==> config.mk <==
export PLATFORM = sky130hd
export DESIGN_NAME = boot_swap_remap
export DESIGN_NICKNAME = d
export VERILOG_FILES = /design/src/rtl/tbs_pkg.sv /design/src/rtl/tbs_ctrl.sv /design/src/rtl/tbs_remap.sv /design/src/rtl/boot_swap_remap.sv
export SDC_FILE = /design/constraint.sdc
export NUM_CORES = 1
export LEC_CHECK = 0
export ABC_AREA = 0
export BUFFER_PORTS_ARGS = -buffer_cell sky130_fd_sc_hd__buf_4
export CAP_MARGIN = 20
export CORE_MARGIN = 2
export CORE_UTILIZATION = 24
export CTS_CLUSTER_DIAMETER = 50
export CTS_CLUSTER_SIZE = 24
export DETAILED_ROUTE_END_ITERATION = 12
export GPL_TIMING_DRIVEN = 0
export PLACE_DENSITY_LB_ADDON = 0.1
export SETUP_SLACK_MARGIN = 0.3
export SYNTH_ARGS = -nofsm -noshare
export SYNTH_HDL_FRONTEND = slang
export SYNTH_SLANG_ARGS = --single-unit
==> constraint.sdc <==
create_clock -name clk -period 1.2 [get_ports clk]
set_input_delay 0.18 -clock clk [delete_from_list [all_inputs] [get_ports clk]]
set_output_delay 0.18 -clock clk [all_outputs]
set_load 0.01 [all_outputs]
==> src/rtl/tbs_pkg.sv <==
package tbs_pkg;

    // Stored control state of the swap logic.
    typedef struct packed {
        logic swap;   // software-written enable, battery-well domain
        logic strap;  // strap level captured during reset
    } tbs_state_t;

endpackage

==> src/rtl/tbs_ctrl.sv <==
module tbs_ctrl
    import tbs_pkg::*;
(
    input  logic clk,
    input  logic rtc_rst_n,
    input  logic plat_rst_n,
    input  logic strap_pin,
    input  logic wr_en,
    input  logic wr_bit,
    output logic swap_active
);

    tbs_state_t st_d, st_q;
    logic       any_rst;

    assign any_rst = !rtc_rst_n || !plat_rst_n;

    always_comb begin
        st_d = st_q;
        if (any_rst) begin
            st_d.strap = strap_pin;
        end else if (wr_en) begin
            st_d.swap = wr_bit;
        end
        if (!rtc_rst_n) begin
            st_d.swap = 1'b0;
        end
    end

    always_ff @(posedge clk) begin
        st_q <= st_d;
    end

    assign swap_active = st_q.swap | st_q.strap;

    // battery-well reset clears the stored bit
    p_rtc_clear_r1: assert property (@(posedge clk)
        !rtc_rst_n |=> !st_q.swap);

    // platform reset leaves the stored bit alone
    p_plat_keep_r2: assert property (@(posedge clk) disable iff (!rtc_rst_n)
        !plat_rst_n |=> st_q.swap == $past(st_q.swap));

    // a write outside reset lands on the next cycle
    p_write_r3: assert property (@(posedge clk) disable iff (!rtc_rst_n)
        (plat_rst_n && wr_en) |=> st_q.swap == $past(wr_bit));

    // strap value is frozen outside reset
    p_strap_hold_r4: assert property (@(posedge clk) disable iff (!rtc_rst_n)
        plat_rst_n |=> st_q.strap == $past(st_q.strap));

    // forced mode survives a software clear
    p_forced_r10: assert property (@(posedge clk) disable iff (!rtc_rst_n)
        (plat_rst_n && st_q.strap) |=> swap_active);

endmodule

==> src/rtl/tbs_remap.sv <==
module tbs_remap #(
    parameter int ADDR_W   = 32,
    parameter int FLIP_BIT = 16
) (
    input  logic              clk,
    input  logic              rst_n,
    input  logic [ADDR_W-1:0] addr_in,
    input  logic              bios,
    input  logic              en,
    output logic [ADDR_W-1:0] addr_out
);

    localparam int HI_W = ADDR_W - FLIP_BIT - 1;
    localparam logic [ADDR_W-1:0] TOP_BASE = {{HI_W{1'b1}}, {(FLIP_BIT + 1){1'b0}}};

    logic in_top;
    logic flip;

    always_comb begin
        in_top   = &addr_in[ADDR_W-1:FLIP_BIT+1];
        flip     = en && bios && in_top;
        addr_out = addr_in;
        addr_out[FLIP_BIT] = addr_in[FLIP_BIT] ^ flip;
    end

    // inside the swap window the selecting bit changes
    p_flip_r6: assert property (@(posedge clk) disable iff (!rst_n)
        (en && bios && addr_in >= TOP_BASE) |-> addr_out[FLIP_BIT] != addr_in[FLIP_BIT]);

    // no bit other than the selecting one ever changes
    p_others_keep_r6: assert property (@(posedge clk) disable iff (!rst_n)
        (addr_out ^ addr_in) == (addr_out[FLIP_BIT] ^ addr_in[FLIP_BIT]) << FLIP_BIT);

    // below the window nothing changes
    p_low_pass_r7: assert property (@(posedge clk) disable iff (!rst_n)
        (addr_in < TOP_BASE) |-> addr_out == addr_in);

    // feature-space cycles pass through
    p_feature_pass_r8: assert property (@(posedge clk) disable iff (!rst_n)
        !bios |-> addr_out == addr_in);

    // swap disabled means identity
    p_off_pass_r9: assert property (@(posedge clk) disable iff (!rst_n)
        !en |-> addr_out == addr_in);

endmodule

==> src/rtl/boot_swap_remap.sv <==
module boot_swap_remap #(
    parameter int ADDR_W   = 32,
    parameter int FLIP_BIT = 16
) (
    input  logic              clk,
    input  logic              rtc_rst_n,
    input  logic              plat_rst_n,
    input  logic              strap_force,
    input  logic              wr_en,
    input  logic              wr_bit,
    input  logic [ADDR_W-1:0] cpu_addr,
    input  logic              cyc_bios,
    output logic [ADDR_W-1:0] flash_addr,
    output logic              swap_active
);

    logic active;

    tbs_ctrl u_ctrl (
        .clk         (clk),
        .rtc_rst_n   (rtc_rst_n),
        .plat_rst_n  (plat_rst_n),
        .strap_pin   (strap_force),
        .wr_en       (wr_en),
        .wr_bit      (wr_bit),
        .swap_active (active)
    );

    tbs_remap #(
        .ADDR_W   (ADDR_W),
        .FLIP_BIT (FLIP_BIT)
    ) u_remap (
        .clk      (clk),
        .rst_n    (rtc_rst_n),
        .addr_in  (cpu_addr),
        .bios     (cyc_bios),
        .en       (active),
        .addr_out (flash_addr)
    );

    assign swap_active = active;

endmodule

==> results of run 1 <==
==> stage by stage <==
| stage | utilization, % | hold WS (ps) | cells | cell area (um2) |
|---|---|---|---|---|
| 2_1_floorplan | - | 279 | 46 | 374 |
| 3_3_place_gp | 54.8 | 359 | 117 | 807 |
| 3_5_place_dp | 54.8 | 364 | 117 | 807 |
| 4_1_cts | 57.6 | 123 | 122 | 847 |
| 5_1_grt | 58.3 | 115 | 123 | 858 |
| 6_report | 58.3 | 128 | 123 | 858 |
==> timing repair <==
action                     4_1_cts  5_1_grt
setup buffers                    1        1
cloned                           0        0
resized for setup                2        1
setup endpoints to repair        2        2
==> worst paths after layout <==
path                          startpoint                           to  slack (ps)  depth (start not counted)
max             u_ctrl.st_q[0]$_DFFE_PP_               flash_addr[16]        -200                          5
max reg2reg  u_ctrl.st_q[1]$_SDFFE_PN0P_  u_ctrl.st_q[1]$_SDFFE_PN0P_         600                          2
min reg2reg  u_ctrl.st_q[1]$_SDFFE_PN0P_  u_ctrl.st_q[1]$_SDFFE_PN0P_         470                          2
min                          strap_force     u_ctrl.st_q[0]$_DFFE_PP_         130                          1
==> logic make-up after synthesis <==
| logic type | after synthesis |
|---|---|
| DFF | 2 |
| xor gates and xnor gates | 1 |
| AOI/OAI and AO/OA | 1 |
| and+or+nand+nor | 11 |
| buffers and inverters | 31 |
==> cell type report <==
type                            count  area (um2)  area share [%]
Multi-Input combinational cell     13        93.8            10.9
Buffer                             31         233            27.1
Tap cell                           16        20.0            2.33
Clock buffer                        4        26.3            3.06
Timing Repair Buffer               57         435            50.7
Sequential cell                     2        50.0            5.83
==> layer usage <==
| metal | wire (um) | vias up | track usage, % |
|---|---|---|---|
| li1 | - | 242 | - |
| met1 | 367 | 194 | 11.8 |
| met2 | 533 | 51 | 21.2 |
| met3 | 238 | 2 | 7.50 |
| met4 | 7 | 0 | 7.27 |
| met5 | 0 | - | 0 |
==> where the power goes <==
| group | leakage, nW | switching [mW] | internal (mW) |
|---|---|---|---|
| clock | 0.0150 | 0.0446 | 0.124 |
| combinational | 0.455 | 0.0922 | 0.199 |
| sequential | 0.0184 | 0.00152 | 0.0772 |
| total | 0.488 | 0.138 | 0.400 |
==> critical path, stage by stage, from the launching register on <==
cell	delay [ps]
edfxtp_1	350
or2_4	240
nand2_2	60
nor4_2	40
xor2_1	150
buf_4	150
==> placed cells by master (no fill, tap or decap) <==
cell and n:
buf_4 86, xor2_1 1, nand3_1 1, nor4_2 1, clkbuf_4 3, nand2_1 3
and4_1 1, or2_4 1, a21boi_0 1, nand2_2 1, nand4_1 2, edfxtp_1 1
buf_6 2, nand4_2 1, clkbuf_1 1, dfxtp_1 1
==> out/results.tsv, run 1 <==
stage	metric	value	unit
status	outcome	complete, but fails checks	
status	failed_checks	negative setup slack	
cts	clock_path_buffers	2	
finish	diodes	0	
cts	path_clk_slew	40	ps
logic_synthesis	postSynthAreaPerCell	8.08	um2
sta	fin_skew	0	ps
power	leakagePower	0.488	nW
global_route	antenna_found_initial	0	
global_route	overflow	0	
sta	rsz0062_at_grt	true	
sta	slew_headroom	84.6	%
setup_path	endpoint_kind	output port	
die	core	0.00147	mm2
finish	area_growth	131	%
finish	largest_register_ffs	2	
die	start_util	25.3	%
routing	wl_per_cell	9.32	um
logic_synthesis	synth-seq-cells	2	
power	finalPower	538	uW
routing	ant_nets	0	
min_path	hold_class	input port to register	
die	row_count	14	
die	ios	72	
die	die_area	0.00188	mm2
die	fp.dieW	43.4	um
routing	dr_total_vias	489	
routing	first_pass_iters	3	
sta	hold_viol	0	
place	post-place-ws	21.3	ps
global_route	grt_max_degree	4	
cts	cts_root_buf	clkbuf_4	
power	ir_drop	0.473	mV
logic_synthesis	muxShareOfSynthArea	0	%
routing	first_iter_violations	2	
job	drv_cap	0	
logic_synthesis	ys.flop_type	edfxtp_1	
logic_synthesis	synth_edf_count	1	
finish	regMostFlops	u_ctrl.st_q	
logic_synthesis	synth_top_cell_by_area	buf_4	
logic_synthesis	synth_commonest_cells	31 x buf_4, 4 x nand2_1, 2 x nand4_1	
cts	cts_num_sinks	2	
logic_synthesis	synth_xor_area_share	2.36	%
logic_synthesis	synthAdderAreaFrac	0	%
sta	slew_violations	0	
place	gp_congestion	0.653	
logic_synthesis	synth.distinct_cells	12	
cts	cts-htree-levels	1	
sta	fin_crit_sh	116	%
place	dp_hpwl	1.04	mm
logic_synthesis	synth_compound_area_share	2.02	%
global_route	grt_pass1_vias	432	
logic_synthesis	syn-num-nets	85	
logic_synthesis	synth_most_common_cell	buf_4	
sta	min_period	1400	ps
setup_path	arrival	1220	ps
logic_synthesis	synth_area_leaders	buf_4 63%, edfxtp_1 8.1%, dfxtp_1 5.4%, nand2_1 4.0%, nand4_1 3.4%	
sta	max_slew.worst_pin.slew	229	ps
setup_path	path_max_fanout	2	
power	pwr_density_cell	627	mW/mm2
routing	viasPerCell	3.98	
finish	nets	147	
cts	numCtsBuffers	3	
finish	fillers	137	
logic_synthesis	yosys.area.top_type_share	62.6	%
global_route	grt_pass1_wl	1.75	mm
logic_synthesis	synth_top_family_by_area	buffers and inverters	
finish	drive_gt1_share	88.8	%
sta	setup_viol	2	
setup_path	critPathLaunchType	register	
die	die_h	43.4	um
sta	setup_slack	-197	ps
sta	maxClockFrequency	0.716	GHz
cts	ctsHoldBuffers	0	
cts	worst_skew_pair.late_latency	220	ps
routing	routed_wl	1.15	mm
logic_synthesis	seq_area_frac_synth	13.5	%
setup_path	critPathKind	register to output port	
finish	largestRegisters	u_ctrl.st_q (2)	
global_route	track_usage	12.6	%
setup_path	critPathRequiredTime	1020	ps
logic_synthesis	syn_area	372	um2
sta	fin_setup_tns	-337	ps
place	numPortBuffers	55	
logic_synthesis	ys_async_sr_fraction	0	%
cts	cts_tree	done	
logic_synthesis	yosys.area_share.simple	19.5	%
logic_synthesis	yosysWarnings	0	
logic_synthesis	synthCells	46	
routing	drc	0	
Power figures use the tool's default switching activity.
==> run 2, diff against run 1 <==
--- a/config.mk
+++ b/config.mk
@@ -8,3 +8,3 @@
 export ABC_AREA = 0
-export BUFFER_PORTS_ARGS = -buffer_cell sky130_fd_sc_hd__buf_4
+export BUFFER_PORTS_ARGS = -buffer_cell sky130_fd_sc_hd__buf_2
 export CAP_MARGIN = 20
==> constraint.sdc (replaced) <==
create_clock -name clk -period 1.2 [get_ports clk]
set_input_delay 0.24 -clock clk [delete_from_list [all_inputs] [get_ports clk]]
set_output_delay 0.24 -clock clk [all_outputs]
set_load 0.01 [all_outputs]
==> run 2 against run 1 <==
- utilization down 8.2 points
- the run still ends with negative setup slack left
- worst setup slack got worse by 57 ps
- critical path type unchanged
- via count down 0.20%
- register-to-register slack about the same
- die area is the same
- non-clock buffer count unchanged
- maximum frequency fell by 3.9%
- sequential share of layout area up 0.96 points
==> out/results.tsv, run 2 (synthesized netlist as in run 1, its figures left out) <==
stage	metric	value	unit
status	outcome	complete, but fails checks	
status	failed_checks	negative setup slack	
setup_path	arrival	1210	ps
setup_path	cp_slowest_stage_delay	350	ps
place	dp_hpwl	887	um
place	post-place-ws	-121	ps
routing	first_pass_iters	1	
min_path	hold_class	input port to register	
setup_path	critPathRequiredTime	960	ps
sta	fin_setup_tns	-458	ps
die	ios	72	
power	finalPower	482	uW
place	dpl_cell_area	669	um2
cts	clock_path_buffers	2	
finish	nets	147	
setup_path	crit_buf_inv	1	
global_route	grt_max_degree	4	
setup_path	critPathLaunchType	register	
setup_path	reg2reg_depth	2	
sta	hold-worst-slack	186	ps
global_route	antenna_found_initial	0	
setup_path	endpoint_kind	output port	
power	ir_drop	0.539	mV
die	start_util	25.3	%
place	dpl.cell_count	117	
finish	largest_register_ffs	2	
setup_path	critPathTopFamily	flip-flops	
cts	cts_num_sinks	2	
die	die_area	0.00188	mm2
sta	max_slew.worst_pin.slew	206	ps
die	die_h	43.4	um
finish	design_area	737	um2
finish	drive_gt1_share	88.8	%
routing	viasPerCell	3.97	
sta	setup_viol	2	
cts	cts_tree	done	
sta	slew_violations	0	
sta	rsz0062_at_grt	true	
sta	hold_viol	0	
finish	seq_area	50.0	um2
setup_path	timing.rr.start	u_ctrl.st_q[1]$_SDFFE_PN0P_	
finish	area_growth	98.3	%
cts	cts-htree-levels	1	
finish	layout_commonest_cell	buf_2	
setup_path	crit_chain	or2_4 > nand2_4 > nor4_4 > xor2_1 > buf_2	
setup_path	path_max_fanout	2	
power	pwr_density_cell	655	mW/mm2
global_route	grt_pass1_wl	1.45	mm
setup_path	r2r-end	u_ctrl.st_q[1]$_SDFFE_PN0P_	
die	core	0.00147	mm2
setup_path	reg2reg_slack	610	ps
finish	multi_input_area	108	um2
routing	dr_total_vias	488	
sta	fin_crit_sh	121	%
sta	fin_skew	0	ps
place	numPortBuffers	55	
place	gp_congestion	0.652	
cts	cts_root_buf	clkbuf_4	
finish	regMostFlops	u_ctrl.st_q	
finish	layout_common_cells	54 x buf_2, 32 x buf_4, 3 x nand2_1, 3 x clkbuf_4	
cts	numCtsBuffers	3	
finish	largestRegisters	u_ctrl.st_q (2)	
routing	ant_nets	0	
setup_path	critPathKind	register to output port	
power	leakagePower	0.462	nW
finish	fillers	145	
routing	drc	0	
global_route	overflow	0	
setup_path	cpMaxStageDelayCell	edfxtp_1	
finish	diodes	0	
min_path	min_from	strap_force	
min_path	holdPathEnd	u_ctrl.st_q[0]$_DFFE_PP_	
cts	worst_skew_pair.late_latency	220	ps
routing	wl_per_cell	7.65	um
sta	maxClockFrequency	0.688	GHz
min_path	worst_hold_path.num_cells	1	
sta	setup_slack	-254	ps
finish	final_cells	123	
global_route	track_usage	9.88	%
die	fp.dieW	43.4	um
routing	first_iter_violations	0	
routing	routed_wl	941	um
global_route	grt_pass1_vias	413	
sta	min_period	1450	ps
finish	finish.utilization	50.1	%
job	drv_cap	0	
cts	path_clk_slew	30	ps
die	row_count	14	
sta	slew_headroom	86.1	%
[run 2: changes by cell type in the layout (fill, tap and decap cells not counted)]
cell     before  now
buf_2         0   54
buf_4        86   32
nand2_2       1    0
nand2_4       0    1
nor4_2        1    0
nor4_4        0    1
[run 2: worst max path at each step]
stage	startpoint	end	slack (ps)	cells past startpoint
global route	u_ctrl.st_q[0]$_DFFE_PP_	flash_addr[16]	-300	5
floorplan	u_ctrl.st_q[0]$_DFFE_PP_	flash_addr[16]	30	4
detailed placement	cpu_addr[24]	flash_addr[16]	-120	5
finish	u_ctrl.st_q[0]$_DFFE_PP_	flash_addr[16]	-250	5
CTS	u_ctrl.st_q[0]$_DFFE_PP_	flash_addr[16]	-260	5
global placement	cpu_addr[24]	flash_addr[16]	-100	5
[run 2: area by class of cell]
class,instances,share of cell area [%]
sequential,2,6.79
clock buffer,4,3.57
buffer,31,31.6
tap,16,2.72
multi-input combinational,13,14.6
timing repair buffer,57,40.7
[run 2: report_power, final]
group / internal (mW) / switching [mW] / leakage, nW
Combinational: 0.150 / 0.0890 / 0.429
Sequential: 0.0773 / 0.00144 / 0.0184
Clock: 0.124 / 0.0411 / 0.0150
Total: 0.351 / 0.132 / 0.462
[run 2: repair_timing]
item | in CTS | in global routing
buffers inserted | 1 | 1
endpoints found under the hold margin | 0 | 0
setup endpoints to repair | 2 | 2
hold buffers | 0 | 0
resized for setup | 2 | 3
[run 2: worst register-to-register path, stage by stage, from the launching register on]
cell and delay (ps):
dfxtp_1 320, nand2_1 50, a21boi_0 150
[run 2: routing by layer]
layer,track usage [%],up-vias,share of wire (%)
met3,6.25,0,27
li1,-,244,-
met5,0,-,0
met1,8.74,193,27
met2,17.9,51,46
met4,3.64,0,0
==> run 3, diff against run 2 <==
Settings changed: ABC_AREA 0 to 1, CORE_UTILIZATION 24 to 26, CTS_CLUSTER_DIAMETER 50 to unset.
==> run 3 against run 2 <==
- the run still ends with negative setup slack left
- via count is 11% higher
- register-to-register slack worse by 30 ps
- power grew 0.99%
- combinational power about the same
- flip-flop and latch count did not move
- largest cell class unchanged
==> out/results.tsv, run 3 <==
stage	metric	value	unit
finish	diodes	0	
finish	regMostFlops	u_ctrl.st_q	
cts	path_clk_slew	30	ps
logic_synthesis	syn-num-nets	103	
routing	drc	0	
logic_synthesis	synthAdderAreaFrac	0	%
setup_path	critPathKind	register to output port	
logic_synthesis	syn_area	418	um2
power	swShare	28.5	%
logic_synthesis	yosys.area_share.simple	24.0	%
setup_path	arrival	1130	ps
setup_path	path_max_fanout	2	
finish	layout_commonest_cell	buf_2	
setup_path	endpoint_kind	output port	
logic_synthesis	ys.flop_type	edfxtp_1	
die	die_area	0.00194	mm2
sta	maxClockFrequency	0.731	GHz
power	leakagePower	0.485	nW
finish	nets	164	
setup_path	critPathRequiredTime	960	ps
global_route	grt_max_degree	4	
cts	cts_num_sinks	2	
cts	ctsHoldBuffers	0	
power	pwr_density_cell	641	mW/mm2
logic_synthesis	synth.distinct_cells	10	
cts	cts_tree	done	
cts	cts-htree-levels	1	
die	die_h	44.1	um
logic_synthesis	muxShareOfSynthArea	0	%
sta	slew_headroom	91.6	%
power	p_sw	139	uW
sta	setup_slack	-167	ps
status	outcome	complete, but fails checks	
place	numPortBuffers	55	
place	gp_congestion	0.569	
status	failed_checks	negative setup slack	
power	p_int	348	uW
routing	ant_nets	0	
logic_synthesis	synth_compound_area_share	2.99	%
sta	fin_crit_sh	114	%
power	power.share.sequential	16.8	%
routing	dr_total_vias	543	
finish	drive_gt1_share	78.2	%
logic_synthesis	seq_area_frac_synth	12.0	%
die	row_count	14	
job	drv_cap	0	
global_route	grt_pass1_vias	429	
logic_synthesis	synth-seq-cells	2	
place	dp_hpwl	881	um
routing	first_iter_violations	1	
power	finalPower	487	uW
die	core	0.00151	mm2
setup_path	timing.rr.start	u_ctrl.st_q[1]$_SDFFE_PN0P_	
finish	area_growth	82.0	%
finish	largest_register_ffs	2	
logic_synthesis	synth_most_common_cell	buf_4	
logic_synthesis	synthCells	64	
power	clock_power_share	34.0	%
power	ir_drop	0.551	mV
sta	min_period	1370	ps
sta	rsz0062_at_grt	true	
routing	routed_wl	965	um
logic_synthesis	synth_top_cell_by_area	buf_4	
cts	cts_root_buf	clkbuf_4	
logic_synthesis	synth_commonest_cells	31 x buf_4, 14 x nand2_1, 6 x inv_1	
sta	hold_viol	0	
global_route	track_usage	10.1	%
sta	max_slew.worst_pin.slew	125	ps
logic_synthesis	yosysWarnings	0	
logic_synthesis	yosys.area.top_type_share	55.7	%
die	ios	72	
routing	viasPerCell	3.88	
logic_synthesis	synth_area_leaders	buf_4 56%, nand2_1 13%, edfxtp_1 7.2%, nor2_2 6.0%, inv_1 5.4%	
logic_synthesis	synth_top_family_by_area	buffers and inverters	
routing	first_pass_iters	3	
setup_path	critPathLaunchType	register	
sta	fin_skew	0	ps
min_path	hold_class	input port to register	
cts	worst_skew_pair.late_latency	220	ps
logic_synthesis	postSynthAreaPerCell	6.53	um2
sta	slew_violations	0	
global_route	grt_pass1_wl	1.48	mm
logic_synthesis	ys_async_sr_fraction	0	%
power	combPwrFrac	49.1	%
logic_synthesis	synth_edf_count	1	
setup_path	crit_start	u_ctrl.st_q[0]$_DFFE_PP_	
min_path	min_from	strap_force	
finish	layout_common_cells	54 x buf_2, 32 x buf_4, 14 x nand2_1, 5 x nor2_2, 5 x inv_1	
routing	wl_per_cell	6.89	um
logic_synthesis	synth_xor_area_share	0	%
sta	fin_setup_tns	-185	ps
global_route	antenna_found_initial	0	
sta	setup_viol	2	
cts	clock_path_buffers	2	
die	fp.dieW	44.1	um
die	start_util	27.7	%
cts	numCtsBuffers	3	
finish	largestRegisters	u_ctrl.st_q (2)	
global_route	overflow	0	
finish	fillers	169	
==> run 3: cells by family (layout without fill, tap and decap cells) <==
family	after synthesis	after routing
buf+inv	37	97
flops	2	2
simple gates	23	23
compound gates	2	2
==> run 3: path summary, 6_finish.rpt <==
kind                                                    end  slack, ps  depth (start not counted)
worst max register to register  u_ctrl.st_q[1]$_SDFFE_PN0P_        580                          4
worst max-delay path                         flash_addr[16]       -170                          7
worst min-delay path               u_ctrl.st_q[0]$_DFFE_PP_        190                          1
worst min register to register  u_ctrl.st_q[1]$_SDFFE_PN0P_        550                          4
==> run 3: metrics by stage <==
step / std cells / setup slack [ps] / cell area [um2] / hold WS (ps) / utilization, %
6_report: 140 / -167 / 761 / 186 / 50.5
5_1_grt: 140 / -262 / 761 / 184 / 50.5
4_1_cts: 140 / -175 / 747 / 176 / 49.6
3_5_place_dp: 135 / 45.1 / 713 / 419 / 47.3
3_3_place_gp: 135 / 56.5 / 713 / 418 / 47.3
2_1_floorplan: 64 / 219 / 418 / 339 / -
==> run 3: final cells by class <==
type,count,area [um2],area share [%]
tap,16,20.0,2.63
sequential,2,50.0,6.58
timing repair buffer,56,289,38.0
clock buffer,4,26.3,3.45
buffer,31,233,30.6
inverter,6,22.5,2.96
multi-input combinational,25,120,15.8
==> run 3: timing repair <==
| action | CTS | global route |
|---|---|---|
| endpoints found under the setup margin | 2 | 2 |
| buffers inserted | 1 | 0 |
| gates resized for setup | 0 | 4 |
| pin swaps | 0 | 6 |
==> run 3: layer usage <==
metal | vias to the layer above | routed length, um | track usage (%) | part of all wire, %
met5 | - | 0 | 0 | 0
met4 | 0 | 0 | 5.45 | 0
met3 | 0 | 180 | 3.67 | 19
met2 | 42 | 511 | 16.8 | 53
met1 | 216 | 273 | 11.2 | 28
li1 | 285 | - | - | -
==> run 3: power by group through the flow <==
stage / Combinational [mW] / Sequential [mW] / Clock, mW
after global placement: 0.226 / 0.0815 / 0
after floorplan: 0.133 / 0.0810 / 0
after global routing: 0.262 / 0.0821 / 0.182
after CTS: 0.235 / 0.0806 / 0.178
final: 0.239 / 0.0819 / 0.166
after detailed placement: 0.230 / 0.0816 / 0
==> run 3: critical path, cell delays in order, from the launching register on <==
cell and delay (ps):
edfxtp_1 370, nor2_2 130, nor2_1 50, nand2_1 80, inv_1 50, nand3_2 40
nand2_1 40, buf_2 130
